[config.mk]
export PLATFORM = sky130hd
export DESIGN_NAME = circ_addr_gen
export DESIGN_NICKNAME = d
export VERILOG_FILES = /design/src/rtl/circ_addr_gen.sv
export SDC_FILE = /design/constraint.sdc
export NUM_CORES = 1
export LEC_CHECK = 0
export BUFFER_PORTS_ARGS = -buffer_cell sky130_fd_sc_hd__buf_4
export CAP_MARGIN = 20
export CORE_ASPECT_RATIO = 1.2
export CORE_MARGIN = 2
export CORE_UTILIZATION = 30
export DETAILED_ROUTE_END_ITERATION = 16
export SLEW_MARGIN = 30
export SYNTH_ARGS = -nofsm -noshare
export SYNTH_HDL_FRONTEND = slang
export SYNTH_SLANG_ARGS = --single-unit
export TNS_END_PERCENT = 5
[constraint.sdc]
create_clock -name clk -period 18.44 [get_ports clk]
set_input_delay 1.844 -clock clk [delete_from_list [all_inputs] [get_ports clk]]
set_output_delay 1.844 -clock clk [all_outputs]
set_load 0.01 [all_outputs]
[src/rtl/circ_addr_gen.sv]
module circ_addr_gen #(
  parameter int AW   = 14,
  parameter int NREG = 4
) (
  input  logic                    clk,
  input  logic                    rst_n,
  input  logic                    wr_en,
  input  logic [1:0]              wr_sel,
  input  logic [$clog2(NREG)-1:0] wr_idx,
  input  logic [AW-1:0]           wr_data,
  input  logic                    req,
  input  logic [$clog2(NREG)-1:0] req_ptr,
  input  logic [$clog2(NREG)-1:0] req_mod,
  output logic [AW-1:0]           addr,
  output logic                    addr_valid
);
  localparam int IW = $clog2(NREG);
  localparam logic [1:0] SEL_PTR = 2'd0, SEL_MOD = 2'd1, SEL_LEN = 2'd2;

  logic [AW-1:0] ptr_q  [NREG];
  logic [AW-1:0] base_q [NREG];
  logic [AW-1:0] mod_q  [NREG];
  logic [AW-1:0] len_q  [NREG];

  function automatic logic [AW-1:0] win_mask(input logic [AW-1:0] l);
    logic [AW-1:0] m;
    m = l - 1'b1;
    for (int k = 1; k < AW; k++) m = m | (m >> k);
    return m;
  endfunction

  logic [AW-1:0] cur_ptr, cur_base, cur_mod, cur_len, lin_nxt, circ_nxt, nxt;
  logic signed [AW:0] off, sum, fold;

  assign cur_ptr  = ptr_q[req_ptr];
  assign cur_base = base_q[req_ptr];
  assign cur_mod  = mod_q[req_mod];
  assign cur_len  = len_q[req_ptr];
  assign lin_nxt  = cur_ptr + cur_mod;
  assign off      = $signed({1'b0, cur_ptr - cur_base});
  assign sum      = off + $signed({cur_mod[AW-1], cur_mod});

  always_comb begin
    fold = sum;
    if (sum < 0)
      fold = sum + $signed({1'b0, cur_len});
    else if (sum >= $signed({1'b0, cur_len}))
      fold = sum - $signed({1'b0, cur_len});
  end

  assign circ_nxt = cur_base + fold[AW-1:0];
  assign nxt      = (cur_len == '0) ? lin_nxt : circ_nxt;

  for (genvar i = 0; i < NREG; i++) begin : g_reg
    logic hit_wr;
    assign hit_wr = wr_en && (wr_idx == IW'(i));
    always_ff @(posedge clk or negedge rst_n) begin
      if (!rst_n) begin
        ptr_q[i]  <= '0;
        base_q[i] <= '0;
        mod_q[i]  <= '0;
        len_q[i]  <= '0;
      end else begin
        if (hit_wr && wr_sel == SEL_PTR) begin
          ptr_q[i]  <= wr_data;
          base_q[i] <= wr_data & ~win_mask(len_q[i]);
        end else if (req && req_ptr == IW'(i)) begin
          ptr_q[i]  <= nxt;
        end
        if (hit_wr && wr_sel == SEL_MOD) mod_q[i] <= wr_data;
        if (hit_wr && wr_sel == SEL_LEN) len_q[i] <= wr_data;
      end
    end
  end

  always_ff @(posedge clk or negedge rst_n) begin
    if (!rst_n) begin
      addr       <= '0;
      addr_valid <= 1'b0;
    end else begin
      addr_valid <= req;
      if (req) addr <= cur_ptr;
    end
  end

  logic wr_same;
  assign wr_same = wr_en && wr_sel == SEL_PTR && wr_idx == req_ptr;


  valid_follow_chk: assert property (@(posedge clk) disable iff (!rst_n)
    req |=> addr_valid);

  valid_idle_chk: assert property (@(posedge clk) disable iff (!rst_n)
    !req |=> !addr_valid);

  addr_pre_chk: assert property (@(posedge clk) disable iff (!rst_n)
    req |=> addr == $past(ptr_q[req_ptr]));

  wr_wins_chk: assert property (@(posedge clk) disable iff (!rst_n)
    (wr_en && wr_sel == SEL_PTR) |=> ptr_q[$past(wr_idx)] == $past(wr_data));

  mod_load_chk: assert property (@(posedge clk) disable iff (!rst_n)
    (wr_en && wr_sel == SEL_MOD) |=> mod_q[$past(wr_idx)] == $past(wr_data));

  linear_step_chk: assert property (@(posedge clk) disable iff (!rst_n)
    (req && !wr_same && len_q[req_ptr] == '0) |=>
      ptr_q[$past(req_ptr)] == $past(ptr_q[req_ptr] + mod_q[req_mod]));
endmodule

==> impl_metrics.csv <==
group,metric,value,unit
sta,setup_tns,0,ps
sta,setup_viol,0,
drt,wl_per_cell,21.8,um
drt,remaining_drc_errors,0,
logic_synthesis,synth_top_family_by_area,"multiplexers",
floorplanning,rows,94,
place,dpl.hpwl,40400,um
logic_synthesis,synth_xor_area_share,4.20,%
critical_path,cp_slowest_cell,"mux4_2",
logic_synthesis,ys_seq_area_share,35.8,%
cts,cts_setup_buffers,0,
drt,drt_pass1_iterations,5,
logic_synthesis,synth_compound_area_share,15.6,%
cts,cts_root_buf,"clkbuf_16",
logic_synthesis,synthAdderAreaFrac,7.31,%
cts,cts_tree,"yes",
floorplanning,io-pin-count,41,
layout,syn_to_final_growth,10.6,%
logic_synthesis,synthSimpleGateAreaFrac,16.2,%
logic_synthesis,syn_area,16700,um2
min_path,min_path_type,"reg2reg",
global_route,grt_overflow,0,
logic_synthesis,synthTopCellsByCount,"dfrtp_1, nand2_1, nor2_1, o21ai_0, mux2_2",
critical_path,reg2reg_to,"ptr_q[12]",
place,place.gp.congestion,0.922,
cts,cts-resized-gates,0,
sta,max_freq,91.9,MHz
sta,max_slew.worst_pin.slew,998,ps
logic_synthesis,ys_types,83,
logic_synthesis,ys_seq_elements,239,
critical_path,required,18880,ps
floorplanning,die_h,262,um
logic_synthesis,netlist_instances,1730,
logic_synthesis,synthArstFlopShare,100,%
layout,fin_nets,1830,
place,numPortBuffers,40,
logic_synthesis,yosys.area.top_type,"dfrtp_1",
critical_path,critPathMaxFanout,36,
sta,slew_headroom,33.2,%
sta,min_period_over_period,59.0,%
cts,cts_made_buffers,26,
cts,h-tree-depth,1,
critical_path,path_class,"in2reg",
floorplanning,die-area,57600,um2
min_path,whs_path_depth,2,
job,drv_cap,0,
logic_synthesis,synth_edf_count,0,
logic_synthesis,synth_area_leaders,"dfrtp_1, mux2_2, mux4_2, ha_1, nand2_1",
floorplanning,coreArea,54900,um2
global_route,antenna_found_initial,1,
global_route,grt_pass1_vias,13800,
drt,vias,13700,
logic_synthesis,syn_avg_cell_area,9.65,um2
critical_path,crit_path_end_kind,"flip-flop",
sta,skew,10.5,ps
drt,via_per_inst,5.61,
floorplanning,die_x,219,um
global_route,groute.usage.overall,18.6,%
cts,clkTransAtPathRegs,60,ps
critical_path,reg2reg_slack,9060,ps
sta,drv_slew,0,
layout,drive_gt1_share,18.0,%
drt,antenna_left,0,
drt,drt-total-wl,53500,um
logic_synthesis,synth.area.mux_share,16.5,%
floorplanning,start_util,30.4,%
logic_synthesis,yosysWarnings,0,
logic_synthesis,synth_top_flop_cell,"dfrtp_1",
outcome,outcome,"finished, final reports clean",
critical_path,startpoint_type,"input pin",
cts,insertion_delay,560,ps
critical_path,crit_arrival,11330,ps
cts,clock_sinks,239,
drt,drt_iter0_drc,1320,
global_route,grt_max_degree,156,
min_path,min_from,"base_q[53]",
critical_path,rr_worst_depth,41,
logic_synthesis,synth.top_cell.area_share,35.8,%
logic_synthesis,syn_nets,1850,
critical_path,timing.rr.start,"ptr_q[14]",
sta,rsz0062_at_grt,"no",
sta,hold_viol_final,0,
logic_synthesis,synth_most_common_cell,"dfrtp_1",
global_route,grt_pass1_wl,82400,um
min_path,min_to,"base_q[53]",
cts,cts_hold_buffers,0,
cts,cts_max_path_buffers,3,
critical_path,cpPeakStageDelay,470,ps
sta,period_needed,10890,ps
[cell usage in the layout, fill, tap and decap left out, types with 11 or more instances in the layout]
cell type / count
a211oi_1: 16
a21o_1: 19
a21oi_1: 85
a22o_1: 18
a31oi_1: 15
a32o_1: 12
and3_1: 14
buf_4: 54
clkbuf_16: 26
dfrtp_1: 239
ha_1: 88
inv_1: 80
mux2_2: 113
mux2i_1: 22
mux4_2: 56
nand2_1: 160
nand2b_1: 14
nand3_1: 34
nand4_1: 13
nor2_1: 139
nor2b_1: 11
nor3_1: 40
nor3b_1: 15
nor4_1: 17
o211ai_1: 13
o21a_1: 13
o21ai_0: 114
o21ai_1: 14
o31ai_1: 19
or2_2: 12
or3_1: 19
xnor2_1: 55
xor2_1: 25
[critical path, delay by kind of cell]
kind,cells,cell delay [ps]
multiplexers,2,730
adder cells (fa/ha/maj),5,1700
buffers and inverters,6,1060
XOR/XNOR,2,470
AND/OR/NAND/NOR,8,1010
AO/OA/AOI/OAI,20,4450
[per-layer routing]
layer	up-vias	global-route usage, %	part of all wire [%]
li1	6251	-	-
met3	121	2.48	5.7
met5	-	0	0
met4	0	8.33	4.7
met2	477	31.8	49
met1	6888	23.0	41
[area by class of cell]
type                    count  area, um2
multi-input cells        1307      10000
flip-flops and latches    239       5980
inverters                  80        300
well taps                 720        901
diodes                      1       2.50
repair buffers             56        440
clock buffers              35        724
clock inverters            10        120
fillers                  5512      36500
[sequential cells by signal (all words and copies together) (netlist names)]
| name | count |
|---|---|
| len_q | 56 |
| addr_valid | 1 |
| addr | 14 |
| base_q | 56 |
| ptr_q | 56 |
| mod_q | 56 |
[logic make-up after synthesis]
logic type	Yosys count
simple gates	542
compound gates	400
flops	239
mux	191
buf+inv	184
fa+ha+maj	94
xor+xnor	80
[metrics by stage]
stage / cells / area, um2 / utilization, % / hold WS [ps] / worst slack [ps]
2_1_floorplan: 1730 / 16700 / - / 433 / 7930
3_3_place_gp: 2402 / 17600 / 32.1 / 451 / 7330
3_5_place_dp: 2402 / 17600 / 32.1 / 460 / 7120
4_1_cts: 2447 / 18500 / 33.6 / 473 / 7640
5_1_grt: 2448 / 18500 / 33.6 / 504 / 6710
6_report: 2448 / 18500 / 33.6 / 474 / 7550
[worst max-delay path by stage]
stage	endpoint	cells after the start	slack (ps)	start
after global placement	ptr_q[40]	42	7330	req_ptr[0]
after detailed placement	ptr_q[40]	40	7120	req_ptr[0]
final	ptr_q[12]	43	7550	req_ptr[1]
after floorplan	ptr_q[40]	46	7930	req_ptr[0]
after global routing	ptr_q[40]	43	6710	req_ptr[0]
after CTS	ptr_q[40]	40	7640	req_ptr[0]
Power is not shown: default switching activity piles up to over one toggle a cycle in this logic, so the estimate is an artifact.
